**src/rtl/bpt_pkg.sv**
```systemverilog
package bpt_pkg;

  typedef enum logic [1:0] {
    TRIG_DIG = 2'b00,
    TRIG_ANA = 2'b01,
    TRIG_AND = 2'b10,
    TRIG_OR  = 2'b11
  } trig_sel_e;

  typedef struct packed {
    logic [2:0] dig_op;
    logic [2:0] ana_op;
    trig_sel_e  sel;
  } trig_cfg_t;

  localparam int CFG_BITS = $bits(trig_cfg_t);

endpackage

```
**src/rtl/bpt_instr_decode.sv**
```systemverilog
module bpt_instr_decode #(
  parameter int          IR_W      = 8,
  parameter int          STATE_W   = 4,
  parameter int          N_CMP     = 3,
  parameter logic [IR_W*N_CMP-1:0] CMP_OPS = {8'h09, 8'h08, 8'h07},
  parameter logic [IR_W-1:0]  CFG_OP   = 8'h0A,
  parameter logic [STATE_W-1:0] IDLE_ST = 4'hC
) (
  input  logic               tck,
  input  logic               trst_n,
  input  logic [IR_W-1:0]    ir_value,
  input  logic [STATE_W-1:0] tap_state,
  output logic               is_cmp,
  output logic               cfg_sel,
  output logic               armed
);

  logic [N_CMP-1:0] hit;

  for (genvar g = 0; g < N_CMP; g++) begin : g_cmp
    assign hit[g] = (ir_value == CMP_OPS[g*IR_W +: IR_W]);
  end

  assign is_cmp  = |hit;
  assign cfg_sel = (ir_value == CFG_OP);
  assign armed   = is_cmp && (tap_state == IDLE_ST);


  excl_decode_chk: assert property (@(posedge tck) disable iff (!trst_n)
    $onehot0({is_cmp, cfg_sel}));

endmodule

```
**src/rtl/bpt_cfg_scan.sv**
```systemverilog
module bpt_cfg_scan
  import bpt_pkg::*;
(
  input  logic      tck,
  input  logic      trst_n,
  input  logic      selected,
  input  logic      capture_dr,
  input  logic      shift_dr,
  input  logic      update_dr,
  input  logic      scan_in,
  output logic      scan_out,
  output trig_cfg_t cfg
);

  logic [CFG_BITS-1:0] shift_q;
  logic [CFG_BITS-1:0] shadow_q;

  always_ff @(posedge tck or negedge trst_n) begin
    if (!trst_n) begin
      shift_q <= '0;
    end else if (selected && capture_dr) begin
      shift_q <= '0;
    end else if (selected && shift_dr) begin
      shift_q <= {scan_in, shift_q[CFG_BITS-1:1]};
    end
  end

  always_ff @(posedge tck or negedge trst_n) begin
    if (!trst_n) begin
      shadow_q <= '0;
    end else if (selected && update_dr) begin
      shadow_q <= shift_q;
    end
  end

  assign scan_out = shift_q[0];
  assign cfg      = trig_cfg_t'(shadow_q);


  capture_clear_chk: assert property (@(posedge tck) disable iff (!trst_n)
    selected && capture_dr |=> shift_q == '0);


  shift_move_chk: assert property (@(posedge tck) disable iff (!trst_n)
    selected && shift_dr && !capture_dr |=> scan_out == $past(shift_q[1]));


  shadow_hold_chk: assert property (@(posedge tck) disable iff (!trst_n)
    !(selected && update_dr) |=> $stable(shadow_q));

endmodule

```
**src/rtl/bpt_trig_combine.sv**
```systemverilog
module bpt_trig_combine
  import bpt_pkg::*;
(
  input  logic      tck,
  input  logic      trst_n,
  input  logic      armed,
  input  trig_sel_e sel,
  input  logic      ana_valid,
  input  logic      dig_valid,
  output logic      vc_out
);

  logic pick;
  logic vc_q;

  always_comb begin
    unique case (sel)
      TRIG_DIG: pick = dig_valid;
      TRIG_ANA: pick = ana_valid;
      TRIG_AND: pick = ana_valid & dig_valid;
      TRIG_OR:  pick = ana_valid | dig_valid;
      default:  pick = 1'b0;
    endcase
  end

  always_ff @(posedge tck or negedge trst_n) begin
    if (!trst_n) vc_q <= 1'b0;
    else         vc_q <= armed & pick;
  end

  assign vc_out = vc_q;


  unarmed_low_chk: assert property (@(posedge tck) disable iff (!trst_n)
    !armed |=> !vc_out);


  ana_only_chk: assert property (@(posedge tck) disable iff (!trst_n)
    armed && sel == TRIG_ANA |=> vc_out == $past(ana_valid));


  dig_only_chk: assert property (@(posedge tck) disable iff (!trst_n)
    armed && sel == TRIG_DIG |=> vc_out == $past(dig_valid));


  and_mode_chk: assert property (@(posedge tck) disable iff (!trst_n)
    armed && sel == TRIG_AND |=> vc_out == ($past(ana_valid) && $past(dig_valid)));


  or_mode_chk: assert property (@(posedge tck) disable iff (!trst_n)
    armed && sel == TRIG_OR |=> vc_out == ($past(ana_valid) || $past(dig_valid)));

endmodule

```
**src/rtl/breakpoint_trigger_ctl.sv**
```systemverilog
module breakpoint_trigger_ctl
  import bpt_pkg::*;
#(
  parameter int             IR_W      = 8,
  parameter int             STATE_W   = 4,
  parameter logic [IR_W-1:0] PROBE_OP  = 8'h07,
  parameter logic [IR_W-1:0] CMP_A_OP  = 8'h08,
  parameter logic [IR_W-1:0] CMP_B_OP  = 8'h09,
  parameter logic [IR_W-1:0] CFG_OP    = 8'h0A,
  parameter logic [STATE_W-1:0] IDLE_ST = 4'hC
) (
  input  logic               tck,
  input  logic               trst_n,
  input  logic [IR_W-1:0]    ir_value,
  input  logic [STATE_W-1:0] tap_state,
  input  logic               capture_dr,
  input  logic               shift_dr,
  input  logic               update_dr,
  input  logic               scan_in,
  output logic               scan_out,
  input  logic               ana_valid,
  input  logic               dig_valid,
  output logic [2:0]         dig_opcode,
  output logic [2:0]         ana_opcode,
  output logic               upd_inhibit,
  output logic               vc_out
);

  localparam int N_CMP = 3;
  localparam logic [IR_W*N_CMP-1:0] CMP_OPS = {CMP_B_OP, CMP_A_OP, PROBE_OP};

  logic      is_cmp;
  logic      cfg_sel;
  logic      armed;
  trig_cfg_t cfg;

  bpt_instr_decode #(
    .IR_W    (IR_W),
    .STATE_W (STATE_W),
    .N_CMP   (N_CMP),
    .CMP_OPS (CMP_OPS),
    .CFG_OP  (CFG_OP),
    .IDLE_ST (IDLE_ST)
  ) i_decode (
    .tck       (tck),
    .trst_n    (trst_n),
    .ir_value  (ir_value),
    .tap_state (tap_state),
    .is_cmp    (is_cmp),
    .cfg_sel   (cfg_sel),
    .armed     (armed)
  );

  bpt_cfg_scan i_scan (
    .tck        (tck),
    .trst_n     (trst_n),
    .selected   (cfg_sel),
    .capture_dr (capture_dr),
    .shift_dr   (shift_dr),
    .update_dr  (update_dr),
    .scan_in    (scan_in),
    .scan_out   (scan_out),
    .cfg        (cfg)
  );

  bpt_trig_combine i_combine (
    .tck       (tck),
    .trst_n    (trst_n),
    .armed     (armed),
    .sel       (cfg.sel),
    .ana_valid (ana_valid),
    .dig_valid (dig_valid),
    .vc_out    (vc_out)
  );

  assign dig_opcode  = cfg.dig_op;
  assign ana_opcode  = cfg.ana_op;
  assign upd_inhibit = is_cmp;


  latency_chk: assert property (@(posedge tck) disable iff (!trst_n)
    armed && ana_valid && dig_valid |=> vc_out);

endmodule

```
**config.mk**
```make
export PLATFORM = sky130hd
export DESIGN_NAME = breakpoint_trigger_ctl
export DESIGN_NICKNAME = d
export VERILOG_FILES = /design/src/rtl/bpt_pkg.sv /design/src/rtl/bpt_instr_decode.sv /design/src/rtl/bpt_cfg_scan.sv /design/src/rtl/bpt_trig_combine.sv /design/src/rtl/breakpoint_trigger_ctl.sv
export SDC_FILE = /design/constraint.sdc
export NUM_CORES = 1
export LEC_CHECK = 0
export CORE_MARGIN = 1.5
export CORE_UTILIZATION = 30
export CTS_BUF_LIST = sky130_fd_sc_hd__clkbuf_16
export CTS_CLUSTER_SIZE = 16
export DETAILED_ROUTE_END_ITERATION = 6
export PLACE_DENSITY_LB_ADDON = 0.3
export REMOVE_ABC_BUFFERS = 1
export SLEW_MARGIN = 5
export SYNTH_ARGS = -nofsm -noshare
export SYNTH_HDL_FRONTEND = slang
export SYNTH_HIERARCHICAL = 1
export SYNTH_SLANG_ARGS = --single-unit
```
**constraint.sdc**
```tcl
create_clock -name tck -period 1.38 [get_ports tck]
set_input_delay 0.276 -clock tck [delete_from_list [all_inputs] [get_ports tck]]
set_output_delay 0.276 -clock tck [all_outputs]
set_load 0.05 [all_outputs]
```
==> out/metrics.cfg, run 1 <==
[sta]
setup_viol=18
clock.fmax_mhz=625.9
period_share=1.158
final.setup.tns_ns=-1.790
timing.slew.headroom=0.6732
rsz_0062_raised_after_global_routing=yes
worst_clock_skew_ns=0.002039
timing_max_transition_violations_final=0
fin_ws_ns=-0.2178
period_needed_ns=1.598
worst_pin_slew_ns=0.4902
hold_violations=0

[clocking]
ctsLongestPathBuffers=2
clk-insertion-delay-late_ns=0.25
numCtsBuffers=3
cts.reportedPaths.clkPinSlew_ns=0.05
root_buffer=clkbuf_16
cts_tree=built
cts_sinks=17
h-tree-depth=1
cts_hold_repair.buffers=0

[job]
max_cap_violations=0

[detailed_routing]
avgViaCountPerCell=5.034
drtPass1Iterations=6
detail_route.drc_violations=10
antenna_violating_nets_post_route=0
number_of_vias_in_the_routed_layout=740
finalWirelength_mm=2.052
post_drt_wl_per_cell_um=13.96
drt_first_iter_violations=40

[floorplanning]
floorplan.initialDensity=0.3207
io_pins=29
rows=19
floorplan.die_area_um2=3336
chipWidth_um=57.76
core_ar_um2=2805
chipHeight_um=57.76

[finish]
diodes_inserted=0
design.final.nets=137
layout.cell_area.non_filler_um2=1496
finalCoreUtilization=0.5335
drive_above_1_share=0.4397
post_layout_nonfiller_instances=147
flow.area_growth_from_synthesis_pct=66.34

[worst_setup_path]
path_class=input pin to output pin
arrival_ns=1.32
type_of_element_launching_the_critical_path=input pin
worstPathRequired_ns=1.10
r2r_slack_ns=0.56
rr_worst_depth=1
timing.critical_path.fanout_max=2
category_of_the_worst_setup_path_capture_point=output pin
worstReg2RegEnd=i_scan/cfg[0]
timing.rr.start=i_scan/shift_q[0]

[global_route]
antenna_violations_before_repair=0
grt.total_usage=0.1368
grt_pass1_vias=771
grt_remaining_overflow=0
maximum_number_of_pins_on_one_net_before_global_route_repair=18
wire_length_of_the_first_global_routing_pass_mm=3.353

[power]
power_density_nw_per_um2=903.6
static_power_due_to_leakage_nw=0.6900
peakVddDrop_mv=0.5499

[placement]
post-place-ws_ns=-0.6779
io_buffers=28
placed_cells_incl_taps=139
placer_congestion_estimate=0.6958
place_area_um2=1339
post-dp-hpwl_mm=1.375

[worst_hold_path]
hold_path.class=input pin to async pin

[yosys]
yosysWarningCount=6
synth.avg_cell_area_um2=11.84
synth_cells=76
number_of_distinct_standard_cells_referenced_by_the_synthesized_netlist=22
ys_seq_area_frac=0.4729
synth_area_um2=899.6
flop_and_latch_count_out_of_synthesis=17

[run_status]
violations=design-rule violations, negative setup slack
result_of_the_run=finished with violations

## flip-flops by register name (all words and copies together), names as in the netlist
name,flops
i_scan/cfg,8
i_scan/shift_q,8
i_combine/vc_out,1
## worst max path at each step
stage	slack (ns)	startpoint	end
after floorplan	-0.64	ir_value[5]	i_scan/cfg[0]
after global placement	-0.65	ir_value[5]	upd_inhibit
after detailed placement	-0.68	ir_value[4]	upd_inhibit
after CTS	-0.21	ir_value[5]	upd_inhibit
after global routing	-0.24	ir_value[7]	upd_inhibit
final	-0.22	ir_value[7]	upd_inhibit
## metal layers
| layer | wire length (um) | up-vias | GRT usage |
|---|---|---|---|
| met5 | 0 | - | 0 |
| met4 | 52 | 0 | 0.07973 |
| met3 | 222 | 5 | 0.03795 |
| met2 | 925 | 30 | 0.2273 |
| met1 | 851 | 355 | 0.1572 |
| li1 | - | 350 | - |
## critical path: stages
cell and delay, ns:
buf_6 0.09, or4_4 0.54, buf_6 0.14, a21oi_4 0.12, buf_12 0.15
## repair_timing
item,in CTS,in global routing
pin swaps,7,4
endpoints found under the setup margin,18,18
setup buffers,3,1
gates resized for setup,26,7
## where the power goes
group          switching, mW  total (mW)  internal [mW]
Sequential            0.0216       0.542          0.520
Combinational          0.110       0.243          0.133
Clock                  0.183       0.567          0.384
Total                  0.314        1.35           1.04
## layout by cell type (no fill, tap or decap), drive strengths merged
cell type,n
a211oi,1
a21oi,1
buf,25
clkbuf,3
clkdlybuf4s15,1
clkdlybuf4s50,8
dfrtp,17
dlygate4sd2,7
inv,9
mux2,8
nand2,2
nand2b,8
nand3,8
nand4b,1
nand4bb,1
nor2,1
o211ai,1
o21ai,1
o221ai,8
or2,1
or3b,1
or4,1
or4bb,1
xor2,1
## synth_stat cells, drive strengths merged
master,n,share of area
or3b,1,0.0097
nand3,8,0.045
nor2,1,0.0042
buf,5,0.042
xor2,1,0.0097
o221ai,8,0.13
a21oi,1,0.0056
or4,1,0.0083
o211ai,1,0.0083
o21ai,1,0.0056
mux2,8,0.10
nand4b,1,0.0097
dfrtp,17,0.47
a211oi,1,0.014
inv,8,0.033
or4bb,1,0.013
nand4bb,1,0.013
or2,1,0.0070
nand2b,8,0.056
nand2,2,0.011
## logic make-up (layout without fill, tap and decap cells)
logic type / count (synthesis) / in the layout / share of synthesized area
multiplexers: 8 / 8 / 0.1001
buffers and inverters: 13 / 53 / 0.07510
AO/OA/AOI/OAI: 12 / 12 / 0.1669
flip-flops: 17 / 17 / 0.4729
XOR/XNOR: 1 / 1 / 0.009738
AND/OR/NAND/NOR: 25 / 25 / 0.1753
## cell type report
class,instances,area (um2)
repair buffers,41,471.7
fillers,248,1309
clock inverters,1,3.754
clock buffers,3,75.07
well taps,31,38.79
inverters,8,30.03
flip-flops and latches,17,425.4
multi-input cells,46,451.7
## per-stage QoR
stage / total power [mW] / hold slack (ns)
after floorplan: 0.6265 / -0.01959
after global placement: 0.7880 / 0.5100
after detailed placement: 0.7900 / 0.5221
after CTS: 1.367 / 0.3795
after global routing: 1.415 / 0.3869
final: 1.352 / 0.3713
No activity file was read; power rests on OpenSTA's default activity.
==> run 2: changes to the inputs <==
- clock period: 1.38 -> 1.95 ns (I/O delays scaled with it)
==> out/metrics.cfg, run 2 (synthesis gave the netlist of run 1 again) <==
[worst_setup_path]
worstPathRequired_ns=1.56
arrival_ns=1.50
path_class=input pin to output pin
timing.critical_path.fanout_max=3
category_of_the_worst_setup_path_capture_point=output pin
cells_along_the_critical_path=dlygate4sd2_1 -> or4_4 -> a21oi_4 -> buf_12
type_of_element_launching_the_critical_path=input pin
r2r_slack_ns=1.15
critical-path-max-stage-delay_ns=0.57
worstReg2RegEnd=i_scan/cfg[5]
cp_slowest_cell=or4_4
timing.rr.start=i_scan/shift_q[5]
rr_worst_depth=1

[power]
static_power_due_to_leakage_nw=0.6518
total_power_mw=0.9262
power_density_nw_per_um2=672.3
peakVddDrop_mv=0.5396

[detailed_routing]
detail_route.drc_violations=5
avgViaCountPerCell=4.966
antenna_violating_nets_post_route=0
post_drt_wl_per_cell_um=13.85
drt_first_iter_violations=19
number_of_vias_in_the_routed_layout=725
finalWirelength_mm=2.022
drtPass1Iterations=6

[sta]
period_needed_ns=1.888
fin_ws_ns=0.06204
timing.slew.headroom=0.6627
worst_pin_slew_ns=0.5044
clock.fmax_mhz=529.7
final.setup.tns_ns=0
rsz_0062_raised_after_global_routing=no
hold_violations=0
timing_max_transition_violations_final=0
worst_clock_skew_ns=0.001019
fin_worst_hold_slack_ns=0.4819
period_share=0.9682
setup_viol=0

[finish]
design.final.nets=136
finalCoreUtilization=0.4911
drive_above_1_share=0.3304
flow.area_growth_from_synthesis_pct=53.13
commonest_non_fill_non_tap_cell_in_the_layout=clkdlybuf4s50_1
diodes_inserted=0
layout.cells.most_common_list=clkdlybuf4s50_1, dfrtp_1, buf_4

[global_route]
antenna_violations_before_repair=0
grt_remaining_overflow=0
grt.total_usage=0.1352
wire_length_of_the_first_global_routing_pass_mm=3.429
grt_pass1_vias=767
maximum_number_of_pins_on_one_net_before_global_route_repair=18

[clocking]
h-tree-depth=1
cts.reportedPaths.clkPinSlew_ns=0.05
clk-insertion-delay-late_ns=0.24
ctsLongestPathBuffers=2
numCtsBuffers=3
cts_sinks=17
cts_tree=built
root_buffer=clkbuf_16

[floorplanning]
chipHeight_um=57.76
floorplan.die_area_um2=3336
floorplan.initialDensity=0.3207
core_ar_um2=2805
chipWidth_um=57.76
io_pins=29
rows=19

[placement]
post-place-ws_ns=-0.2317
io_buffers=28
post-dp-hpwl_mm=1.506
placer_congestion_estimate=0.6971

[worst_hold_path]
hold_path.class=input pin to async pin

[job]
max_cap_violations=0

[run_status]
result_of_the_run=finished with violations
violations=design-rule violations

[run 2: changes by cell type in the layout (fill, tap and decap cells not counted), moves of 3 or more]
cell,before,now
dlygate4sd2_1,7,4
clkdlybuf4s50_1,8,19
dlymetal6s2s_1,0,3
buf_6,4,0
buf_12,9,1
buf_4,10,13
[run 2: worst max-delay path by stage]
stage / end / cells after the start / start
after floorplan: upd_inhibit / 2 / ir_value[5]
after CTS: upd_inhibit / 4 / ir_value[1]
after detailed placement: i_scan/cfg[6] / 5 / ir_value[5]
final: upd_inhibit / 4 / ir_value[6]
after global placement: upd_inhibit / 4 / ir_value[3]
after global routing: upd_inhibit / 4 / ir_value[6]
[run 2: layer usage]
metal / track usage / part of all wire
met4: 0.05980 / 0.013
met3: 0.03348 / 0.093
met5: 0 / 0
met1: 0.1662 / 0.43
met2: 0.2240 / 0.46
[run 2: repair_timing]
action                     in CTS  in global routing
buffers inserted                1                  1
setup endpoints to repair       1                  1
hold endpoints to repair        0                  0
hold buffers                    0                  0
resized for setup               8                  3
pin swaps                       2                  4
[run 2: critical path: cells and delay by family]
family          cells  cell delay (ns)
buf+inv             2             0.39
simple gates        1             0.57
compound gates      1             0.15
[run 2: layout make-up]
cell class | count | area (um2)
Clock buffer | 3 | 75.07
Timing Repair Buffer | 40 | 380.4
Inverter | 8 | 30.03
Multi-Input combinational cell | 46 | 424.2
Fill cell | 273 | 1428
Clock inverter | 1 | 3.754
Tap cell | 31 | 38.79
Sequential cell | 17 | 425.4
[run 2: report_power, final]
| group | internal [mW] | total, mW | switching [mW] | leakage [nW] |
|---|---|---|---|---|
| registers | 0.368 | 0.378 | 0.00960 | 0.194 |
| logic | 0.0744 | 0.151 | 0.0767 | 0.416 |
| clock network | 0.272 | 0.397 | 0.125 | 0.0423 |
| total | 0.714 | 0.926 | 0.212 | 0.652 |
[run 2: through the flow]
step,instances,cell area [um2]
5_1_grt,146,1378
3_3_place_gp,140,1264
3_5_place_dp,140,1264
4_1_cts,145,1363
6_report,146,1378
2_1_floorplan,71,862.1
==> run 3: changes to the inputs <==
- ABC_CLOCK_PERIOD_IN_PS: default -> 1950
- CORE_MARGIN: 1.5 -> default
- CTS_BUF_LIST: sky130_fd_sc_hd__clkbuf_16 -> sky130_fd_sc_hd__clkbuf_4
==> out/metrics.cfg, run 3 (synthesis gave the netlist of run 1 again) <==
[detailed_routing]
finalWirelength_mm=1.892
drtPass1Iterations=6
number_of_vias_in_the_routed_layout=713
antenna_violating_nets_post_route=0
detail_route.drc_violations=10
avgViaCountPerCell=4.884
post_drt_wl_per_cell_um=12.96
drt_first_iter_violations=22

[clocking]
clk-insertion-delay-late_ns=0.28
cts_hold_repair.buffers=0
h-tree-depth=1
cts.reportedPaths.clkPinSlew_ns=0.09
numCtsBuffers=3
cts_sinks=17
root_buffer=clkbuf_4
cts_tree=built
ctsLongestPathBuffers=2

[sta]
setup_viol=0
worst_pin_slew_ns=0.5049
fin_worst_hold_slack_ns=0.4291
worst_clock_skew_ns=0.0003363
timing_max_transition_violations_final=0
hold_violations=0
period_needed_ns=1.874
clock.fmax_mhz=533.7
period_share=0.9608
rsz_0062_raised_after_global_routing=no
fin_ws_ns=0.07645
timing.slew.headroom=0.6628

[global_route]
antenna_violations_before_repair=0
wire_length_of_the_first_global_routing_pass_mm=3.312
grt_pass1_vias=767
maximum_number_of_pins_on_one_net_before_global_route_repair=18
grt.total_usage=0.1321
grt_remaining_overflow=0

[finish]
finalCoreUtilization=0.4746
final_layout_fill_cell_count=243
layout.cells.most_common_list=clkdlybuf4s50_1, dfrtp_1, buf_4
diodes_inserted=0
design.final.nets=136
drive_above_1_share=0.3391
commonest_non_fill_non_tap_cell_in_the_layout=clkdlybuf4s50_1
layout.cell_area.non_filler_um2=1331
flow.area_growth_from_synthesis_pct=47.98

[worst_hold_path]
hold_path.class=input pin to async pin

[floorplanning]
core_ar_um2=2805
chipHeight_um=56.76
floorplan.die_area_um2=3222
chipWidth_um=56.76
floorplan.initialDensity=0.3207
rows=19
io_pins=29

[power]
peakVddDrop_mv=0.3453
static_power_due_to_leakage_nw=0.6277
power_density_nw_per_um2=544.5

[placement]
placer_congestion_estimate=0.6975
post-dp-hpwl_mm=1.363
io_buffers=28
place_area_um2=1264
post-place-ws_ns=-0.2244

[job]
max_cap_violations=0

[worst_setup_path]
category_of_the_worst_setup_path_capture_point=output pin
timing.critical_path.fanout_max=2
arrival_ns=1.48
worstPathRequired_ns=1.56
type_of_element_launching_the_critical_path=input pin
path_class=input pin to output pin

[run_status]
result_of_the_run=finished with violations
violations=design-rule violations

==> run 3: final cells by class <==
type,count,area [um2],area share
Sequential cell,17,425.4,0.3195
Clock buffer,4,30.03,0.02256
Timing Repair Buffer,40,382.9,0.2876
Multi-Input combinational cell,46,424.2,0.3186
Tap cell,31,38.79,0.02914
Inverter,8,30.03,0.02256
==> run 3: path summary, 6_finish.rpt <==
| path | start | to | slack [ns] | depth (start not counted) |
|---|---|---|---|---|
| max in group asynchronous | trst_n | i_scan/cfg[5] | 1.34 | 2 |
| hold / removal | trst_n | i_combine/vc_out | 0.43 | 2 |
| setup reg to reg | i_scan/shift_q[2] | i_scan/cfg[2] | 1.15 | 1 |
| hold reg to reg | i_scan/cfg[3] | i_scan/cfg[3] | 0.52 | 1 |
| setup / recovery | ir_value[6] | upd_inhibit | 0.08 | 4 |
| min in group tck | i_scan/cfg[3] | i_scan/cfg[3] | 0.52 | 1 |
==> run 3: layer usage <==
metal	vias to the layer above	wire length, um	global-route usage
li1	349	-	-
met1	333	863	0.1531
met2	31	864	0.2330
met3	0	163	0.05300
met4	0	0	0.02091
met5	-	0	0
==> run 3: timing repair <==
item | in CTS | in global routing
buffers inserted | 2 | 0
pin swaps | 2 | 3
hold endpoints to repair | 0 | 0
endpoints found under the setup margin | 1 | 2
gates resized for setup | 8 | 4
==> run 3: report_power, final <==
part / switching, mW / total, mW / internal [mW]
clock: 0.105 / 0.198 / 0.0933
combinational: 0.0759 / 0.150 / 0.0744
sequential: 0.00942 / 0.376 / 0.367
==> run 3: per-stage QoR <==
stage | TNS, ns | power [mW] | instances
floorplan | -1.645 | 0.4434 | 71
global route | 0 | 0.7631 | 146
global placement | -2.962 | 0.5317 | 140
finish | 0 | 0.7249 | 146
CTS | 0 | 0.7391 | 146
detailed placement | -3.518 | 0.5333 | 140
==> run 3: critical path, stage by stage <==
cell and delay, ns:
dlygate4sd2_1 0.23, or4_4 0.56, a21oi_4 0.16, buf_12 0.15
